`src/rtl/fifo_irq_pkg.sv`:
```
package fifo_irq_pkg;

    localparam int DEF_DEPTH  = 32;
    localparam int DEF_DATA_W = 8;
    localparam int ADDR_W     = 3;
    localparam int N_SRC      = 5;
    localparam int N_ERR      = 3;

    typedef enum logic [ADDR_W-1:0] {
        A_TX_THR  = 3'd0,
        A_RX_THR  = 3'd1,
        A_MASK    = 3'd2,
        A_CLEAR   = 3'd3,
        A_RAW     = 3'd4,
        A_MASKED  = 3'd5,
        A_FSTAT   = 3'd6,
        A_UNUSED  = 3'd7
    } reg_addr_e;

    // source bit positions shared by raw, mask and masked words
    localparam int S_TX_LOW = 0;
    localparam int S_TX_OVF = 1;
    localparam int S_RX_UNF = 2;
    localparam int S_RX_OVF = 3;
    localparam int S_RX_HI  = 4;

    // sticky error vector order
    localparam int E_TX_OVF = 0;
    localparam int E_RX_UNF = 1;
    localparam int E_RX_OVF = 2;

endpackage

```
`src/rtl/irq_cfg_regs.sv`:
```
module irq_cfg_regs
    import fifo_irq_pkg::*;
#(
    parameter int THR_W  = 5,
    parameter int DATA_W = 8
) (
    input  logic              clk,
    input  logic              rst_n,
    input  logic              we,
    input  logic [ADDR_W-1:0] addr,
    input  logic [DATA_W-1:0] wdata,
    output logic [THR_W-1:0]  tx_thr_q,
    output logic [THR_W-1:0]  rx_thr_q,
    output logic [N_SRC-1:0]  mask_q
);

    typedef struct packed {
        logic [THR_W-1:0] tx_thr;
        logic [THR_W-1:0] rx_thr;
        logic [N_SRC-1:0] mask;
    } cfg_t;

    cfg_t cfg_d, cfg_q;

    always_comb begin
        cfg_d = cfg_q;
        if (we) begin
            case (addr)
                A_TX_THR: cfg_d.tx_thr = wdata[THR_W-1:0];
                A_RX_THR: cfg_d.rx_thr = wdata[THR_W-1:0];
                A_MASK:   cfg_d.mask   = wdata[N_SRC-1:0];
                default:  cfg_d        = cfg_q;
            endcase
        end
    end

    always_ff @(posedge clk or negedge rst_n) begin
        if (!rst_n) cfg_q <= '0;
        else        cfg_q <= cfg_d;
    end

    assign tx_thr_q = cfg_q.tx_thr;
    assign rx_thr_q = cfg_q.rx_thr;
    assign mask_q   = cfg_q.mask;

    // without a write to a config address, configuration holds
    a_r11_cfg_hold: assert property (@(posedge clk) disable iff (!rst_n)
        !(we && (addr == A_TX_THR || addr == A_RX_THR || addr == A_MASK))
        |=> $stable({tx_thr_q, rx_thr_q, mask_q}));

endmodule

```
`src/rtl/irq_level_eval.sv`:
```
module irq_level_eval
    import fifo_irq_pkg::*;
#(
    parameter int DEPTH = 32,
    parameter int LVL_W = 6,
    parameter int THR_W = 5
) (
    input  logic [LVL_W-1:0] tx_level,
    input  logic [LVL_W-1:0] rx_level,
    input  logic [THR_W-1:0] tx_thr,
    input  logic [THR_W-1:0] rx_thr,
    input  logic             tx_push,
    input  logic             rx_push,
    input  logic             rx_pop,
    input  logic             busy,
    output logic             tx_low,
    output logic             rx_high,
    output logic [N_ERR-1:0] err_set,
    output logic [4:0]       fstat
);

    localparam logic [LVL_W-1:0] FULL_LVL  = LVL_W'(DEPTH);
    localparam logic [LVL_W-1:0] EMPTY_LVL = '0;
    localparam int               PAD_W     = LVL_W - THR_W;

    logic tx_full, tx_empty, rx_full, rx_empty;

    always_comb begin
        tx_full  = (tx_level == FULL_LVL);
        tx_empty = (tx_level == EMPTY_LVL);
        rx_full  = (rx_level == FULL_LVL);
        rx_empty = (rx_level == EMPTY_LVL);

        tx_low  = (tx_level <= {{PAD_W{1'b0}}, tx_thr});
        rx_high = (rx_level >  {{PAD_W{1'b0}}, rx_thr});

        err_set           = '0;
        err_set[E_TX_OVF] = tx_push && tx_full;
        err_set[E_RX_UNF] = rx_pop  && rx_empty;
        err_set[E_RX_OVF] = rx_push && rx_full;

        fstat = {rx_full, rx_empty, tx_empty, tx_full, busy};
    end

endmodule

```
`src/rtl/irq_err_sticky.sv`:
```
module irq_err_sticky #(
    parameter int N = 3
) (
    input  logic         clk,
    input  logic         rst_n,
    input  logic [N-1:0] set_i,
    input  logic [N-1:0] clr_i,
    output logic [N-1:0] err_q
);

    typedef struct packed {
        logic [N-1:0] err;
    } st_t;

    st_t st_d, st_q;

    always_comb begin
        st_d.err = (st_q.err & ~clr_i) | set_i;
    end

    always_ff @(posedge clk or negedge rst_n) begin
        if (!rst_n) st_q <= '0;
        else        st_q <= st_d;
    end

    assign err_q = st_q.err;

    for (genvar i = 0; i < N; i++) begin : g_chk
        // an event always leaves its bit set, even against a clear
        a_r8_set_beats_clear: assert property (@(posedge clk) disable iff (!rst_n)
            set_i[i] |=> err_q[i]);
        // a clear without a coincident event drops the bit
        a_r6_clear_drops: assert property (@(posedge clk) disable iff (!rst_n)
            (clr_i[i] && !set_i[i]) |=> !err_q[i]);
        // a set bit with no clear holds
        a_r4_sticky_hold: assert property (@(posedge clk) disable iff (!rst_n)
            (err_q[i] && !clr_i[i]) |=> err_q[i]);
    end

endmodule

```
`src/rtl/fifo_irq_ctrl.sv`:
```
module fifo_irq_ctrl
    import fifo_irq_pkg::*;
#(
    parameter int DEPTH  = DEF_DEPTH,
    parameter int DATA_W = DEF_DATA_W,
    parameter int LVL_W  = $clog2(DEPTH) + 1,
    parameter int THR_W  = $clog2(DEPTH)
) (
    input  logic              clk,
    input  logic              rst_n,
    input  logic [LVL_W-1:0]  tx_level,
    input  logic [LVL_W-1:0]  rx_level,
    input  logic              tx_push,
    input  logic              rx_push,
    input  logic              rx_pop,
    input  logic              engine_busy,
    input  logic              reg_we,
    input  logic [ADDR_W-1:0] reg_addr,
    input  logic [DATA_W-1:0] reg_wdata,
    output logic [DATA_W-1:0] reg_rdata,
    output logic              irq_out
);

    logic [THR_W-1:0] tx_thr, rx_thr;
    logic [N_SRC-1:0] mask;
    logic             tx_low, rx_high;
    logic [N_ERR-1:0] err_set, err_clr, err_q;
    logic [4:0]       fstat;
    logic [N_SRC-1:0] raw, masked;
    logic             clr_wr;

    irq_cfg_regs #(.THR_W(THR_W), .DATA_W(DATA_W)) u_cfg (
        .clk(clk), .rst_n(rst_n), .we(reg_we), .addr(reg_addr),
        .wdata(reg_wdata), .tx_thr_q(tx_thr), .rx_thr_q(rx_thr), .mask_q(mask)
    );

    irq_level_eval #(.DEPTH(DEPTH), .LVL_W(LVL_W), .THR_W(THR_W)) u_lvl (
        .tx_level(tx_level), .rx_level(rx_level), .tx_thr(tx_thr), .rx_thr(rx_thr),
        .tx_push(tx_push), .rx_push(rx_push), .rx_pop(rx_pop), .busy(engine_busy),
        .tx_low(tx_low), .rx_high(rx_high), .err_set(err_set), .fstat(fstat)
    );

    always_comb begin
        clr_wr            = reg_we && (reg_addr == A_CLEAR);
        err_clr           = '0;
        err_clr[E_TX_OVF] = clr_wr && (reg_wdata[3] || reg_wdata[0]);
        err_clr[E_RX_OVF] = clr_wr && (reg_wdata[2] || reg_wdata[0]);
        err_clr[E_RX_UNF] = clr_wr && (reg_wdata[1] || reg_wdata[0]);
    end

    irq_err_sticky #(.N(N_ERR)) u_err (
        .clk(clk), .rst_n(rst_n), .set_i(err_set), .clr_i(err_clr), .err_q(err_q)
    );

    always_comb begin
        raw           = '0;
        raw[S_TX_LOW] = tx_low;
        raw[S_TX_OVF] = err_q[E_TX_OVF];
        raw[S_RX_UNF] = err_q[E_RX_UNF];
        raw[S_RX_OVF] = err_q[E_RX_OVF];
        raw[S_RX_HI]  = rx_high;
        masked        = raw & mask;
        irq_out       = |masked;

        reg_rdata = '0;
        case (reg_addr)
            A_TX_THR: reg_rdata[THR_W-1:0] = tx_thr;
            A_RX_THR: reg_rdata[THR_W-1:0] = rx_thr;
            A_MASK:   reg_rdata[N_SRC-1:0] = mask;
            A_RAW:    reg_rdata[N_SRC-1:0] = raw;
            A_MASKED: reg_rdata[N_SRC-1:0] = masked;
            A_FSTAT:  reg_rdata[4:0]       = fstat;
            default:  reg_rdata            = '0;
        endcase
    end

    // a zero mask never lets the interrupt through
    a_r9_mask_gate: assert property (@(posedge clk) disable iff (!rst_n)
        (mask == '0) |-> !irq_out);
    // an empty transmit FIFO is always at or below any threshold
    a_r2_tx_empty_low: assert property (@(posedge clk) disable iff (!rst_n)
        (tx_level == '0) |-> tx_low);
    // an empty receive FIFO never exceeds a threshold
    a_r3_rx_empty_quiet: assert property (@(posedge clk) disable iff (!rst_n)
        (rx_level == '0) |-> !rx_high);
    // the cycle after reset release no sticky error is pending
    a_r1_reset_clean: assert property (@(posedge clk)
        $rose(rst_n) |-> (err_q == '0));

endmodule

```
`config.mk`:
```
export PLATFORM = sky130hd
export DESIGN_NAME = fifo_irq_ctrl
export DESIGN_NICKNAME = d
export VERILOG_FILES = /design/src/rtl/fifo_irq_pkg.sv /design/src/rtl/irq_cfg_regs.sv /design/src/rtl/irq_level_eval.sv /design/src/rtl/irq_err_sticky.sv /design/src/rtl/fifo_irq_ctrl.sv
export SDC_FILE = /design/constraint.sdc
export NUM_CORES = 1
export LEC_CHECK = 0
export BUFFER_PORTS_ARGS = -buffer_cell sky130_fd_sc_hd__buf_2
export CORE_UTILIZATION = 51
export DETAILED_ROUTE_END_ITERATION = 8
export PLACE_DENSITY_LB_ADDON = 0.2
export SYNTH_ARGS = -nofsm -noshare
export SYNTH_HDL_FRONTEND = slang
export SYNTH_SLANG_ARGS = --single-unit
```
`constraint.sdc`:
```
create_clock -name clk -period 1.5 [get_ports clk]
set_input_delay 0.075 -clock clk [delete_from_list [all_inputs] [get_ports clk]]
set_output_delay 0.075 -clock clk [all_outputs]
set_load 0.05 [all_outputs]
```
Yosys cells after proc, flatten, opt, wreduce, memory -nomap -nowiden
Index checks and enable logic that the tools add are counted.
Storage, ports and cells
  register bits after elaboration: 18
  output and inout port bits: 9
  logic and storage cells: 36
  input bits: 30
Cells by class
  equality and inequality tests: 8
  bitwise logic cells: 4
  reductions and logical operators: 17
  mux-type cells: 1
  $lt $le $gt $ge: 2
Operators by type and width (number)
  one-hot mux 5 bit (6 select lines): 1
  == test 6 bit, second input constant: 2
  logical NOT 6 bit: 2
  == test 3 bit, second input constant: 3
  logical AND 1 bit: 7
  == test 3 x 2 -> 1 bit, second input constant: 2
  greater-than comparator 6 x 5 -> 1 bit: 1
  <= comparator 6 x 5 -> 1 bit: 1
  AND reduction 2 bit: 3
  AND 5 bit: 1
  OR reduction 5 bit: 1
  AND 3 bit: 1
  == test 3 x 1 -> 1 bit, second input constant: 1
  logical NOT 3 bit: 1
  logical OR 1 bit: 3
  NOT 3 bit: 1
  OR 3 bit: 1

Longest topological paths before layout
  depth after elaboration: 6
  mapped depth: 6
  mapped depth without buffers: 6

Cells and area by module
Synthesis repeated with hierarchy kept, for this count alone.
Unflattened totals
  cells, all modules: 139
  area, all modules: 1421.4 um^2
By module, submodules not included
  irq_cfg_regs: instances 1, sequential area each 375.4 um^2, area each 593.1 um^2, cells an instance 33
  irq_level_eval: instances 1, sequential area each 0.0 um^2, area each 367.9 um^2, cells an instance 51
  fifo_irq_ctrl: instances 1, sequential area each 0.0 um^2, area each 351.6 um^2, cells an instance 46
  irq_err_sticky: instances 1, sequential area each 75.1 um^2, area each 108.9 um^2, cells an instance 9

Worst setup path after synthesis
OpenSTA, ideal clock, no wires.
  path kind: register to output
  from: register u_cfg.cfg_q (netlist bit u_cfg.tx_thr_q[4])
  to: output port reg_rdata[0]
  required time: 1425 ps
  slack: -554 ps
  arrival: 1979 ps
  buffers on the path: 0
  cell stages (with the launch flop): 7
  cells stage by stage: dfrtp_1 -> inv_1 -> ha_1 -> a211o_1 -> a31oi_1 -> a32oi_1 -> o221ai_1
Between the ends
  longest elaborated chain between the ends: 3
RTL lines
  from (decl): line irq_cfg_regs.sv:23  | cfg_t cfg_d, cfg_q;
  from (signal assigned): line irq_cfg_regs.sv:39  | else cfg_q <= cfg_d;
  <= comparator 6 x 5 -> 1 bit (*): line irq_level_eval.sv:34  | tx_low = (tx_level <= {{PAD_W{1'b0}}, tx_thr});
  AND 5 bit: line fifo_irq_ctrl.sv:62  | masked = raw & mask;
  one-hot mux 5 bit (6 select lines) (*): line fifo_irq_ctrl.sv:66  | case (reg_addr)
  to (decl): line fifo_irq_ctrl.sv:20  | output logic [DATA_W-1:0] reg_rdata,
Every way passes the cells marked *; elsewhere a longest branch is shown, timed or not.

Final worst setup path
  from: register u_cfg.cfg_q (netlist bit u_cfg.tx_thr_q[4])
  to: output port irq_out
Between the ends
  longest elaborated chain between the ends: 3
RTL lines
  <= comparator 6 x 5 -> 1 bit: line irq_level_eval.sv:34
  AND 5 bit: line fifo_irq_ctrl.sv:62
  OR reduction 5 bit: line fifo_irq_ctrl.sv:63  | irq_out = |masked;
  to (decl): line fifo_irq_ctrl.sv:21  | output logic irq_out
No other way between the ends.

==> summary.md <==
| Metric | Value |
|---|---|
| Min Tclk post-route | 1.98 ns |
| # DRC | 0 |
| CTS max path bufs | 2 |
| Final WL | 3.86 mm |
| Cell Area, Placed | 0.00171 mm2 |
| Gr usage total | 28.3% |
| Crit-path max cell delay | 0.39 ns |
| Required time of the critical path | 1.42 ns |
| Fmax achieved | 505 MHz |
| Gr ovfl total | 0 |
| Number of flops mapped to enable cells by yosys | 0 |
| Final Skew | 0 ns |
| CTS tree | done |
| Ys async rst share | 100% |
| Yosys top cell area share | 33.3% |
| Final Cell Area | 0.00190 mm2 |
| CP Launch Type | flip-flop |
| Die X | 53.5 um |
| Clock Sinks | 18 |
| Yosys cell types | 41 |
| Synth warn | 0 |
| Unrepaired setup endpoints after global routing | yes |
| Slew Limit Fails | 0 |
| Mapped Cells | 143 |
| Pre-CTS setup slack | -0.210 ns |
| Layout fillers | 190 |
| Largest area contributor in the netlist | dfrtp_1 |
| Vias in the first global route | 1297 |
| HP Class | in2reg |
| Die Area | 0.00286 mm2 |
| First-pass GRT wire length | 5.71 mm |
| # nets final | 241 |
| Final core utilization | 75.8% |
| Die height | 53.5 um |
| Drt first pass iters | 4 |
| Outcome | finished with violations |
| Syn_area_per_cell | 9.47 um2 |
| Most common library cells after synthesis | 18 x dfrtp_1, 18 x o21ai_0, 14 x inv_1, 14 x nand2_1, 10 x ha_1 |
| Initial antenna violation count | 0 |
| Share of layout cells above drive strength 1 | 51.3% |
| CTS Buf Count | 3 |
| Final Setup Violations | 4 |
| Worst endpoint data arrival time | 1.91 ns |
| CP Class | reg2out |
| Tcrit/Tclk final | 132% |
| LEAKAGE | 0.853 nW |
| CP max stage cell | dfrtp_1 |
| Top_reg_cell synth | dfrtp_1 |
| DR WL/cell | 16.8 um |
| Drt first-iter violations | 57 |
| Peak VDD IR | 0.000883 V |
| Seq/Total Area, Yosys | 33.3% |
| Synth top area cells | dfrtp_1 33%, ha_1 9.2%, o21ai_0 6.7% |
| Num rows | 18 |
| R2R setup slack | 0.56 ns |
| Final estimated routing congestion in global placement | 0.864 |
| CP Capture Type | output port |
| Total power | 0.00183 W |
| Final Hold Vio Count | 0 |
| Vias post-DR | 1350 |
| Failing checks | setup timing |
| Setup ws final | -0.481 ns |
| Top delay family on crit path | compound AO/OA/AOI/OAI gates |
| Maxcap violations | 0 |
| CTS root buf | clkbuf_4 |
| Vias per cell | 5.90 |
| I/O Pins | 39 |
| CP Cell Sequence | inv_2, ha_4, a211o_1, a31oi_1, a32oi_1, o211ai_1, buf_4 |
| Largest net degree at the start of global routing | 19 |
| Worst-path clk slew | 0.09 ns |
| Final HPWL from detailed placement | 2.94 mm |
| Ant. Diodes | 0 |
| Area growth, synth to finish | 40.0% |
| Yosys reg bits | 18 |
| Initial cell density of the core | 54.2% |
| PD cells | 967 mW/mm2 |
| Core area | 0.00250 mm2 |
| Crit-path max FO | 3 |
| Number of H-tree levels | 1 |
| Port Buf Inserts | 32 |
| ANT nets after route | 0 |
| Hold_ws | 0.00501 ns |
| Clk_lat worst skew | 0.30 ns |
| Post-Synthesis Cell Area | 0.00135 mm2 |
| Worst path bufs/invs | 2 |
-- per-stage QoR --
| step | TNS, ns | instances |
|---|---|---|
| floorplan | -0.699 | 145 |
| global placement | -0.491 | 221 |
| detailed placement | -0.622 | 221 |
| CTS | -1.42 | 227 |
| global route | -1.69 | 229 |
| finish | -1.47 | 229 |
-- sequential cells by signal, indices dropped and copies added (netlist names) --
register	flops
u_cfg.mask_q	5
u_cfg.rx_thr_q	5
u_cfg.tx_thr_q	5
u_err.err_q	3
-- kinds of logic after synthesis --
group / after synthesis / synth area share (%)
other: 1 / 0.277
adder cells (fa/ha/maj): 10 / 9.24
multiplexers: 10 / 8.04
AND/OR/NAND/NOR: 41 / 19.0
flip-flops: 18 / 33.3
buffers and inverters: 21 / 9.24
AO/OA/AOI/OAI: 42 / 20.9
-- worst reg2reg max path, delay by kind of cell, from the launching register on --
family | cells | cell delay (ns)
mux | 1 | 0.25
flops | 1 | 0.43
buf+inv | 1 | 0.15
-- per-layer routing --
layer / up-vias / share of wire (%) / wire length (um) / track usage [%]
met3: 8 / 5.5 / 213 / 3.16
met5: - / 0 / 0 / 0
li1: 637 / - / - / -
met4: 0 / 1.6 / 63 / 9.65
met2: 51 / 50 / 1930 / 48.8
met1: 654 / 43 / 1640 / 36.3
-- power breakdown --
group          total, W  switching, W  internal [W]  leakage, nW
combinational  0.000925      0.000477      0.000449        0.617
sequential     0.000661     0.0000807      0.000581        0.222
clock          0.000246      0.000152     0.0000938       0.0138
-- cell usage in the layout (no fill, tap or decap), drive strengths merged, types with 2 or more instances in the layout --
cell	count
dfrtp	18
mux2	7
a22oi	2
and4b	2
clkbuf	3
a31oi	2
a32o	2
buf	57
inv	14
nor3	4
o211ai	4
nor2b	4
o221ai	2
nand3	4
nand2b	3
or4	2
nor2	6
mux2i	3
o21ai	18
conb	3
a32oi	2
ha	10
nand2	14
-- layout make-up --
type	instances	area [um2]	area share, %
clock buffer	3	22.5	1.19
timing repair buffer	58	395	20.9
inverter	14	52.6	2.77
tap	30	37.5	1.98
sequential	18	450	23.8
multi-input combinational	106	937	49.4
-- worst paths after layout --
check | cells past startpoint | start | to
min reg2reg | 1 | u_err.err_q[1]$_DFF_PN0_ | u_err.err_q[1]$_DFF_PN0_
min in group asynchronous | 2 | rst_n | u_cfg.rx_thr_q[3]$_DFFE_PN0P_
min | 2 | rx_pop | u_err.err_q[1]$_DFF_PN0_
max | 7 | u_cfg.tx_thr_q[4]$_DFFE_PN0P_ | irq_out
max reg2reg | 2 | u_cfg.tx_thr_q[0]$_DFFE_PN0P_ | u_cfg.tx_thr_q[0]$_DFFE_PN0P_
max in group asynchronous | 2 | rst_n | u_cfg.tx_thr_q[1]$_DFFE_PN0P_
-- repair_timing --
item | CTS | global route
setup buffers | 3 | 3
endpoints found under the setup margin | 6 | 6
pin swaps | 12 | 10
resized for setup | 20 | 11
endpoints found under the hold margin | 18 | 0
hold buffers | 1 | 0
(Power assumes the default switching activity.)
